`config.mk`:
```
export PLATFORM = sky130hd
export DESIGN_NAME = sclk_div_auto
export DESIGN_NICKNAME = d
export VERILOG_FILES = /design/src/rtl/sclk_div_pkg.sv /design/src/rtl/sclk_div_divider.sv /design/src/rtl/sclk_div_calc.sv /design/src/rtl/sclk_div_gen.sv /design/src/rtl/sclk_div_auto.sv
export SDC_FILE = /design/constraint.sdc
export NUM_CORES = 1
export LEC_CHECK = 0
export ABC_AREA = 1
export ABC_CLOCK_PERIOD_IN_PS = 4300
export BUFFER_PORTS_ARGS = -buffer_cell sky130_fd_sc_hd__buf_2
export CAP_MARGIN = 15
export CORE_MARGIN = 2
export CORE_UTILIZATION = 55
export CTS_CLUSTER_SIZE = 12
export DETAILED_ROUTE_END_ITERATION = 8
export HOLD_SLACK_MARGIN = 0.06
export PLACE_DENSITY = 0.71
export RECOVER_POWER = 100
export SETUP_SLACK_MARGIN = 0.05
export SYNTH_ARGS = -nofsm -noshare
export SYNTH_HDL_FRONTEND = slang
export SYNTH_SLANG_ARGS = --single-unit
```
`constraint.sdc`:
```
create_clock -name clk -period 4.3 [get_ports clk]
set_input_delay 0.86 -clock clk [delete_from_list [all_inputs] [get_ports clk]]
set_output_delay 0.86 -clock clk [all_outputs]
set_load 0.03 [all_outputs]
```
`src/rtl/sclk_div_pkg.sv`:
```
package sclk_div_pkg;
  typedef enum logic [2:0] {
    C_IDLE,
    C_EST,
    C_ADJ,
    C_CLAMP,
    C_DIV1,
    C_DIV2,
    C_DONE
  } calc_state_t;
endpackage

```
`src/rtl/sclk_div_divider.sv`:
```
// Restoring divider, one quotient bit per cycle.
module sclk_div_divider #(
  parameter int W  = 32,
  parameter int DW = 48
) (
  input  logic          clk,
  input  logic          rst,
  input  logic          start,
  input  logic [W-1:0]  dividend,
  input  logic [DW-1:0] divisor,
  output logic          done,
  output logic [W-1:0]  quo,
  output logic [DW-1:0] rem
);
  localparam int CW = $clog2(W + 1);

  logic [DW-1:0] dsr_q;
  logic [CW-1:0] cnt_q;
  logic          busy_q;
  logic [DW-1:0] r_sh;
  logic          fits;

  assign r_sh = {rem[DW-2:0], quo[W-1]};
  assign fits = (r_sh >= dsr_q);

  always_ff @(posedge clk) begin
    if (rst) begin
      dsr_q  <= '0;
      cnt_q  <= '0;
      busy_q <= 1'b0;
      done   <= 1'b0;
      quo    <= '0;
      rem    <= '0;
    end else begin
      done <= 1'b0;
      if (start) begin
        dsr_q  <= divisor;
        quo    <= dividend;
        rem    <= '0;
        cnt_q  <= CW'(W);
        busy_q <= 1'b1;
      end else if (busy_q) begin
        rem   <= fits ? (r_sh - dsr_q) : r_sh;
        quo   <= {quo[W-2:0], fits};
        cnt_q <= cnt_q - 1'b1;
        if (cnt_q == CW'(1)) begin
          busy_q <= 1'b0;
          done   <= 1'b1;
        end
      end
    end
  end
endmodule

```
`src/rtl/sclk_div_calc.sv`:
```
// Setting selection sequencer.
module sclk_div_calc
  import sclk_div_pkg::*;
#(
  parameter int W  = 32,
  parameter int SW = 4,
  parameter int DW = W + (1 << SW)
) (
  input  logic          clk,
  input  logic          rst,
  input  logic          req_valid,
  input  logic [W-1:0]  req_fin,
  input  logic [W-1:0]  req_fspi,
  output logic          req_ready,
  output logic          div_start,
  output logic [W-1:0]  div_dividend,
  output logic [DW-1:0] div_divisor,
  input  logic          div_done,
  input  logic [W-1:0]  div_quo,
  input  logic [DW-1:0] div_rem,
  output logic          res_done,
  output logic          res_err,
  output logic [SW-1:0] res_pre,
  output logic [SW-1:0] res_post,
  output logic [W-1:0]  res_rate,
  output logic          set_valid
);
  localparam int PW      = $clog2(W) + 1;
  localparam int MAXPOST = (1 << SW) - 1;
  localparam int TW      = 2 * W;

  function automatic logic [PW-1:0] bitlen(input logic [W-1:0] x);
    logic [PW-1:0] r;
    r = '0;
    for (int i = 0; i < W; i++)
      if (x[i]) r = PW'(i + 1);
    return r;
  endfunction

  calc_state_t   st_q;
  logic [W-1:0]  fin_q, fspi_q;
  logic [PW-1:0] post_q;
  logic [SW-1:0] pre_q;
  logic          err_q;
  logic [W-1:0]  rate_q;
  logic [PW-1:0] post_cl;
  logic [W:0]    ceil_q;

  assign req_ready    = (st_q == C_IDLE);
  assign div_dividend = fin_q;
  assign div_divisor  = (st_q == C_DIV1) ? (DW'(fspi_q) << post_q)
                                         : DW'({1'b0, pre_q} + 1'b1);
  assign post_cl      = (post_q < PW'(4)) ? '0 : post_q - PW'(4);
  assign ceil_q       = {1'b0, div_quo} + ((div_rem != '0) ? 1'b1 : 1'b0);

  always_ff @(posedge clk) begin
    if (rst) begin
      st_q      <= C_IDLE;
      fin_q     <= '0;
      fspi_q    <= '0;
      post_q    <= '0;
      pre_q     <= '0;
      err_q     <= 1'b0;
      rate_q    <= '0;
      div_start <= 1'b0;
      res_done  <= 1'b0;
      res_err   <= 1'b0;
      res_pre   <= SW'(1);
      res_post  <= '0;
      res_rate  <= '0;
      set_valid <= 1'b0;
    end else begin
      div_start <= 1'b0;
      res_done  <= 1'b0;
      set_valid <= 1'b0;
      case (st_q)
        C_IDLE: if (req_valid) begin
          fin_q  <= req_fin;
          fspi_q <= req_fspi;
          err_q  <= 1'b0;
          st_q   <= C_EST;
        end
        C_EST: begin
          if (fspi_q == '0 || fspi_q > fin_q) begin
            err_q <= 1'b1;
            st_q  <= C_DONE;
          end else begin
            post_q <= bitlen(fin_q) - bitlen(fspi_q);
            st_q   <= C_ADJ;
          end
        end
        C_ADJ: begin
          if (TW'(fin_q) > (TW'(fspi_q) << post_q)) post_q <= post_q + 1'b1;
          st_q <= C_CLAMP;
        end
        C_CLAMP: begin
          if (post_cl > PW'(MAXPOST)) begin
            err_q <= 1'b1;
            st_q  <= C_DONE;
          end else begin
            post_q    <= post_cl;
            div_start <= 1'b1;
            st_q      <= C_DIV1;
          end
        end
        C_DIV1: if (div_done) begin
          pre_q     <= SW'(ceil_q - 1'b1);
          div_start <= 1'b1;
          st_q      <= C_DIV2;
        end
        C_DIV2: if (div_done) begin
          rate_q <= div_quo >> post_q;
          st_q   <= C_DONE;
        end
        C_DONE: begin
          res_done <= 1'b1;
          res_err  <= err_q;
          if (!err_q) begin
            res_pre   <= pre_q;
            res_post  <= SW'(post_q);
            res_rate  <= rate_q;
            set_valid <= 1'b1;
          end
          st_q <= C_IDLE;
        end
        default: st_q <= C_IDLE;
      endcase
    end
  end
endmodule

```
`src/rtl/sclk_div_gen.sv`:
```
// Two-counter serial clock generator with boundary-only updates.
module sclk_div_gen #(
  parameter int SW       = 4,
  parameter int RST_PRE  = 1,
  parameter int RST_POST = 0
) (
  input  logic          clk,
  input  logic          rst,
  input  logic          set_valid,
  input  logic [SW-1:0] set_pre,
  input  logic [SW-1:0] set_post,
  output logic          sclk,
  output logic          sample_stb,
  output logic          shift_stb
);
  localparam int PCW = (1 << SW) - 1;

  logic [SW-1:0]  act_pre, act_post, pend_pre, pend_post;
  logic           pend_q;
  logic [SW-1:0]  pre_cnt;
  logic [PCW-1:0] post_cnt;
  logic [PCW:0]   span;
  logic [PCW-1:0] post_lim, half_post;
  logic [SW-1:0]  half_pre;
  logic           wrap_pre, period_end, hi, at_half, at_zero;

  assign span       = (PCW + 1)'(1) << act_post;
  assign post_lim   = PCW'(span - 1'b1);
  assign half_post  = PCW'(span >> 1);
  assign half_pre   = SW'(({1'b0, act_pre} + 1'b1) >> 1);
  assign wrap_pre   = (pre_cnt == act_pre);
  assign period_end = wrap_pre && (post_cnt == post_lim);
  assign at_zero    = (pre_cnt == '0) && (post_cnt == '0);
  assign hi         = (act_post == '0) ? (pre_cnt < half_pre) : (post_cnt < half_post);
  assign at_half    = (act_post == '0) ? ((post_cnt == '0) && (pre_cnt == half_pre))
                                       : ((pre_cnt == '0) && (post_cnt == half_post));

  always_ff @(posedge clk) begin
    if (rst) begin
      act_pre    <= SW'(RST_PRE);
      act_post   <= SW'(RST_POST);
      pend_pre   <= '0;
      pend_post  <= '0;
      pend_q     <= 1'b0;
      pre_cnt    <= '0;
      post_cnt   <= '0;
      sclk       <= 1'b0;
      sample_stb <= 1'b0;
      shift_stb  <= 1'b0;
    end else begin
      sclk       <= hi;
      sample_stb <= at_zero;
      shift_stb  <= at_half;
      if (period_end) begin
        pre_cnt  <= '0;
        post_cnt <= '0;
        if (pend_q) begin
          act_pre  <= pend_pre;
          act_post <= pend_post;
          pend_q   <= 1'b0;
        end
      end else if (wrap_pre) begin
        pre_cnt  <= '0;
        post_cnt <= post_cnt + 1'b1;
      end else begin
        pre_cnt <= pre_cnt + 1'b1;
      end
      if (set_valid) begin
        pend_q    <= 1'b1;
        pend_pre  <= set_pre;
        pend_post <= set_post;
      end
    end
  end
endmodule

```
`src/rtl/sclk_div_auto.sv`:
```
module sclk_div_auto #(
  parameter int W        = 32,
  parameter int SW       = 4,
  parameter int RST_PRE  = 1,
  parameter int RST_POST = 0
) (
  input  logic            clk,
  input  logic            rst,
  input  logic            req_valid,
  input  logic [W-1:0]    req_fin,
  input  logic [W-1:0]    req_fspi,
  output logic            req_ready,
  output logic            res_done,
  output logic            res_err,
  output logic [SW-1:0]   res_pre,
  output logic [SW-1:0]   res_post,
  output logic [4*SW-1:0] res_word,
  output logic [W-1:0]    res_rate,
  output logic            sclk,
  output logic            sample_stb,
  output logic            shift_stb
);
  localparam int DW = W + (1 << SW);

  logic          div_start, div_done, set_valid;
  logic [W-1:0]  div_dividend, div_quo;
  logic [DW-1:0] div_divisor, div_rem;

  sclk_div_calc #(.W(W), .SW(SW), .DW(DW)) u_calc (
    .clk(clk), .rst(rst),
    .req_valid(req_valid), .req_fin(req_fin), .req_fspi(req_fspi),
    .req_ready(req_ready),
    .div_start(div_start), .div_dividend(div_dividend), .div_divisor(div_divisor),
    .div_done(div_done), .div_quo(div_quo), .div_rem(div_rem),
    .res_done(res_done), .res_err(res_err), .res_pre(res_pre),
    .res_post(res_post), .res_rate(res_rate), .set_valid(set_valid)
  );

  sclk_div_divider #(.W(W), .DW(DW)) u_div (
    .clk(clk), .rst(rst), .start(div_start),
    .dividend(div_dividend), .divisor(div_divisor),
    .done(div_done), .quo(div_quo), .rem(div_rem)
  );

  sclk_div_gen #(.SW(SW), .RST_PRE(RST_PRE), .RST_POST(RST_POST)) u_gen (
    .clk(clk), .rst(rst), .set_valid(set_valid),
    .set_pre(res_pre), .set_post(res_post),
    .sclk(sclk), .sample_stb(sample_stb), .shift_stb(shift_stb)
  );

  assign res_word = {res_pre, res_post, (2*SW)'(0)};
endmodule

```
Word-level counts from Yosys, hierarchy flattened
Index checks and enable logic that the tools add are counted.
{"block": "totals", "register_bits": 329, "output_inout_bits": 62, "wordCells": 209}
{"block": "op_classes", "addsub": 12, "order_cmp": 7, "n_eq_ne": 19, "shifts": 4, "mux": 105, "bitwise_logic": 3, "n_reduce_logical": 28}
{"op": "5-bit 2-to-1 mux", "count": 32}
{"op": "48-bit 2-to-1 mux", "count": 2}
{"op": "6-bit 2-to-1 mux", "count": 14}
{"op": "32-bit by 64-bit > comparator with 1-bit output", "count": 1}
{"op": "32-bit 2-to-1 mux", "count": 2}
{"op": "4-bit 2-to-1 mux", "count": 16}
{"op": "32-bit by 6-bit left shift with 64-bit output", "count": 1}
{"op": "48-bit greater-or-equal comparator", "count": 1}
{"op": "48-bit nonzero test", "count": 1}
{"op": "32-bit by 6-bit left shift with 48-bit output", "count": 1}
{"op": "48-bit subtractor", "count": 1}
{"op": "3-bit 2-to-1 mux", "count": 12}
{"op": "32-bit > comparator", "count": 1}
{"op": "32-bit zero test", "count": 1}
{"op": "32-bit by 6-bit right shift with 32-bit output", "count": 1}
{"op": "15-bit == test", "count": 2}
{"op": "1-bit 2-to-1 mux", "count": 18}
{"op": "3-bit case mux with 6 select lines", "count": 1}
{"op": "6-bit case mux with 3 select lines", "count": 1}
{"op": "1-bit by 4-bit left shift with 16-bit output (first input constant)", "count": 1}
{"op": "15-bit by 1-bit adder with 15-bit output (second input constant)", "count": 1}
{"op": "15-bit zero test", "count": 1}
{"op": "15-bit < comparator", "count": 1}
{"op": "15-bit by 1-bit subtractor with 15-bit output (second input constant)", "count": 1}
{"op": "33 further kinds", "count": 64}

Logic depth before layout (Yosys ltp)
{"block": "depth", "depth_word": 38, "ltp_mapped": 42, "depth_no_buf": 42}

Hierarchy
A second synthesis with hierarchy kept.
{"block": "hier_totals", "cells_unflattened": 3972, "area_unflattened_um2": 24637.4}
{"module": "sclk_div_calc", "n_inst": 1, "cells_each": 1870, "area_per_inst_um2": 11768.8, "seq_area_each_um2": 3083.0}
{"module": "sclk_div_divider", "n_inst": 1, "cells_each": 1621, "area_per_inst_um2": 9735.6, "seq_area_each_um2": 2722.6}
{"module": "sclk_div_gen", "n_inst": 1, "cells_each": 464, "area_per_inst_um2": 3009.1, "seq_area_each_um2": 780.7}
{"module": "sclk_div_auto", "n_inst": 1, "cells_each": 17, "area_per_inst_um2": 123.9, "seq_area_each_um2": 0.0}

Worst setup path after synthesis
No wires, ideal clock.
{"block": "synth_timing", "path_type": "reg-to-reg", "startpoint": "register u_calc.post_q[0]", "endpoint": "register u_calc.post_q[1]", "setup_ns": 0.113, "arrival_ns": 3.274, "path_slack_ns": 0.913, "stages_incl_launch_ff": 26, "synth_period_minus_slack_ns": 3.387, "path_cell_list": "dfxtp_1 -> buf_6 -> buf_6 -> nand2_1 -> o21ai_1 -> nand2_1 -> o21ai_1 -> nand2_1 -> o21ai_1 -> nand2_1 -> o21ai_0 -> o21ai_0 -> or2_2 -> ha_1 -> nand2_1 -> or3_1 -> nor4_1 -> nand2_1 -> o2111ai_1 -> nand3_1 -> nor2_1 -> nand2_1 -> nand2_2 -> nand2_4 -> o21ai_1 -> nor2_1"}
{"block": "synth_between", "elab_chain_cells": 5, "elab_cells_between_ends": 13, "cone_classes": "2 x add/sub; 3 x order compare; 2 x eq/ne; 1 x shift; 4 x mux; 1 x reduce/logical"}
{"item": "start: declaration", "line": "sclk_div_calc.sv:42", "source": "logic [PW-1:0] post_q;"}
{"item": "start signal: assignment", "line": "sclk_div_calc.sv:88", "source": "post_q <= bitlen(fin_q) - bitlen(fspi_q);"}
{"item": "start signal: assignment", "line": "sclk_div_calc.sv:93", "source": "if (TW'(fin_q) > (TW'(fspi_q) << post_q)) post_q <= post_q + 1'b1;"}
{"item": "start signal: assignment", "line": "sclk_div_calc.sv:101", "source": "post_q <= post_cl;"}
{"item": "branches (longest 5 deep; another with 32-bit by 64-bit > comparator with 1-bit output)"}
Parallel ways; which one is timed is not known. The select of a mux whose other input is x is not followed.
A chain may end at the register's enable or synchronous reset.

Worst setup path after layout
{"block": "layout_timing", "startpoint": "register u_div.quo[31]", "endpoint": "register u_div.rem[46]"}
{"block": "layout_between", "elab_chain_cells": 2, "elab_cells_between_ends": 3, "cone_classes": "1 x add/sub; 1 x order compare; 1 x mux"}
{"item": "start: declaration", "line": "sclk_div_divider.sv:12", "source": "output logic [W-1:0] quo,"}
{"item": "start signal: assignment", "line": "sclk_div_divider.sv:38", "source": "quo <= dividend;"}
{"item": "start signal: assignment", "line": "sclk_div_divider.sv:44", "source": "quo <= {quo[W-2:0], fits};"}
{"item": "48-bit subtractor / 48-bit greater-or-equal comparator (equally long branches)", "line": "sclk_div_divider.sv:43, sclk_div_divider.sv:24"}
{"item": "48-bit 2-to-1 mux (*)", "line": "sclk_div_divider.sv:43", "source": "rem <= fits ? (r_sh - dsr_q) : r_sh;"}
{"item": "end signal: assignment", "line": "sclk_div_divider.sv:43"}
{"item": "end: declaration", "line": "sclk_div_divider.sv:13", "source": "output logic [DW-1:0] rem"}
Mark *: on every way between the ends. The rest lies on a longest branch, timed or not.

==> impl_summary.log <==
INFO  metric cts_root_buf = clkbuf_16
INFO  metric min_path_type = reg2reg
INFO  metric timing.final.setup_violations = 0
INFO  metric power.net_switching = 6970 µW
INFO  metric grt_first_pass_wirelength = 114 mm
INFO  metric slew_violations = 106
INFO  metric avgViaCountPerCell = slightly below 6
INFO  metric dp_hpwl = approximately 57 mm
INFO  metric synthesis.instances = around 3200
INFO  metric global_route.overflow_total = 0
INFO  metric power_frac_clock = between 20% and 30%
INFO  metric clock_skew = around 21 ps
INFO  metric async_flop_share = 0%
INFO  metric clk_transition_reported_paths = 60 ps
INFO  metric die-area = 41800 µm²
INFO  metric grt_util_all_layers = 34.5%
INFO  metric yosys.cell_types.count = 69
INFO  metric path_max_fanout = 4
INFO  metric diodes = 0
INFO  metric layout_worst_path_cycle_share = 94.4%
INFO  metric finalNetCount = 3520
INFO  metric number_of_register_bits_inferred_by_synthesis = 329
INFO  metric failing_checks = max-capacitance violations, max-slew violations
INFO  metric detail_route.first_pass.iterations = 6
INFO  metric cts-buffers-inserted = 38
INFO  metric data_required_time_at_the_worst_endpoint = 4780 ps
INFO  metric cellInternalPower = 7910 µW
INFO  metric power.static_leakage = 0.0110 µW
INFO  metric worstMarginPinSlew = 1750 ps
INFO  metric layoutNonFillerInstCount = 3849
INFO  metric layout-drive-gt1-share = 8.15%
INFO  metric switching_share = 46.8%
INFO  metric post_synthesis_sequential_area_ratio = between 20 and 30%
INFO  metric yosysWarningCount = 0
INFO  metric timing.critical_path.arrival = 4540 ps
INFO  metric mostFrequentLayoutCells = 641 x nand2_1, 380 x inv_1, 322 x dfxtp_1, 313 x a21oi_1, 297 x o21ai_0
INFO  metric synth.top_cells.by_area = dfxtp_1 30%, nand2_1 11%, ha_1 8.5%
INFO  metric dp_cells = approximately 3800
INFO  metric detailed_route_wl = 73.0 mm
INFO  metric site_row_count = 73
INFO  metric floorplan.die.width = 204 µm
INFO  metric drt_drc_violations_left = 0
INFO  metric slew-limit-headroom = -16.8%
INFO  metric synth_edf_count = 0
INFO  metric worstSetupEndpointType = flop
INFO  metric maxCapViolCount = 3
INFO  metric post-route-util = 61.4%
INFO  metric areaGrowthSynthToFinish = 10.1%
INFO  metric mapped_avg_cell_area = 6.83 µm²
INFO  metric largest_net_degree_at_the_start_of_global_routing = 129
INFO  metric place.gp.congestion = 1.02
INFO  metric synthFlopType = dfxtp_1
INFO  metric detail-route-antenna-nets = 0
INFO  metric share_comb_of_total_power = between 50% and 60%
INFO  metric netlist_area_before_placement = approximately 22000 µm²
INFO  metric cts.sink_count = between 300 and 400
INFO  metric worst_ir_drop_vdd = between 0.4 and 0.5 mV
INFO  metric layout.cells.most_common = nand2_1
INFO  metric nFillCells = between 3000 and 4000
INFO  metric via_count = 22800
INFO  metric result_of_the_run = finished with violations
INFO  metric grt_antenna_before_repair = 0
INFO  metric floorplan.initialDensity = between 50% and 60%
INFO  metric synthDominantCellAreaShare = 29.8%
INFO  metric reg_power_share = 26.0%
INFO  metric h-tree-depth = 2
INFO  metric die_y = 204 µm
INFO  metric drt-wirelength-per-cell = 19.0 µm
INFO  metric drtIter0Drc = 2296
INFO  metric fin_setup_tns = 0 ps
INFO  metric hold_buffers = 0
INFO  metric synth_top_cell_by_area = dfxtp_1
INFO  metric clock_insertion_delay_worst_skew = 570 ps
INFO  metric highest_clock_frequency_the_design_can_meet = 246 MHz
INFO  metric tritoncts = done
INFO  metric io_buffer_count = 120
INFO  metric rsz0062_at_grt = false
INFO  metric core_area = 39600 µm²
INFO  metric cts_buffer_depth = 3
INFO  metric io_pins = 129
INFO  metric period_minus_slack = around 4100 ps
INFO  metric critPathKind = reg2reg
INFO  metric critical_path.startpoint_type = flop
INFO  metric number_of_global_route_vias_before_repair = 21200
INFO  metric powerDensity = 612 nW/µm²
INFO  metric hold_violations = 0
[worst paths after layout]
check | end | slack, ps | start | depth (start not counted)
max | u_div.rem[46] | 240 | u_div.quo[31] | 16
min | u_div.rem[47] | 470 | u_div.rem[47] | 2
max reg2reg | u_div.rem[46] | 240 | u_div.quo[31] | 16
min reg2reg | u_div.rem[47] | 470 | u_div.rem[47] | 2
[synth_stat cells, types with 37 or more instances]
cell	count
o21ai_0	297
xor2_1	39
ha_1	150
inv_1	379
nor2_1	223
nand3_1	111
mux2i_1	37
nand2_1	641
o22ai_1	60
dfxtp_1	329
a21oi_1	312
clkbuf_1	95
o21ai_1	69
a31oi_1	37
[cells by family (layout without fill, tap and decap cells)]
| group | after synthesis | count (layout) | share of synthesized area [%] |
|---|---|---|---|
| multiplexers | 37 | 37 | 1.68 |
| buffers and inverters | 562 | 647 | 10.4 |
| AND/OR/NAND/NOR | 1105 | 1105 | 20.9 |
| flip-flops | 329 | 329 | 29.8 |
| XOR/XNOR | 63 | 63 | 2.50 |
| adder cells (fa/ha/maj) | 152 | 152 | 8.68 |
| other | 1 | 8 | 0.0170 |
| AO/OA/AOI/OAI | 983 | 983 | 26.0 |
[repair_timing]
| item | 4_1_cts | 5_1_grt |
|---|---|---|
| setup endpoints to repair | 0 | 6 |
| resized for setup | 0 | 12 |
| buffers inserted | 0 | 3 |
[flip-flops by register name (all words and copies together) (netlist names), 6 cells and up]
register / flops
u_calc.rate_q: 32
u_calc.div_dividend: 32
u_gen.post_cnt: 15
u_div.quo: 32
u_calc.fspi_q: 32
u_div.rem: 48
u_div.dsr_q: 48
u_calc.post_q: 6
u_calc.res_rate: 32
u_div.cnt_q: 6
[stage by stage]
stage / cell area (µm²) / power (µW) / hold WS, ps / setup WS [ps]
final: 24300 / 14900 / 466 / 240
after global routing: 24300 / 15900 / 490 / 3.87
after CTS: 24400 / 14700 / 465 / 105
after detailed placement: 23100 / 11400 / 456 / 130
after global placement: 23100 / 11300 / 452 / 272
after floorplan: 22100 / 8910 / 432 / 913
[power groups by stage]
| stage | registers [µW] | logic [µW] | clock network (µW) |
|---|---|---|---|
| finish | 3860 | 7720 | 3290 |
| global route | 3880 | 8530 | 3440 |
| CTS | 3860 | 7540 | 3330 |
| detailed placement | 3920 | 7480 | 0 |
| global placement | 3920 | 7370 | 0 |
| floorplan | 3680 | 5230 | 0 |
[final cells by class]
class | count | area [µm²] | area share, %
clock buffer | 49 | 1060 | 4.38
timing repair buffer | 193 | 1110 | 4.55
clock inverter | 14 | 181 | 0.746
tap | 525 | 657 | 2.70
inverter | 391 | 1480 | 6.07
sequential | 329 | 6600 | 27.1
multi-input combinational | 2348 | 13200 | 54.4
[critical path: stages, from the launching register on]
cell	delay [ps]
dfxtp_1	460
inv_1	210
ha_1	290
fa_1	440
o21ai_2	270
a21oi_1	170
o21ai_2	220
a21boi_1	180
inv_1	140
a21oi_1	110
o21ai_0	660
nand4_1	260
nand2_1	130
nand2_1	60
a31oi_1	120
o21ai_0	110
a21oi_1	130
[layer usage]
metal | GRT usage (%) | part of all wire, %
met1 | 45.3 | 44
met2 | 56.4 | 46
met3 | 5.76 | 6.5
met4 | 13.3 | 3.8
met5 | 0 | 0
Power figures use the tool's default switching activity.
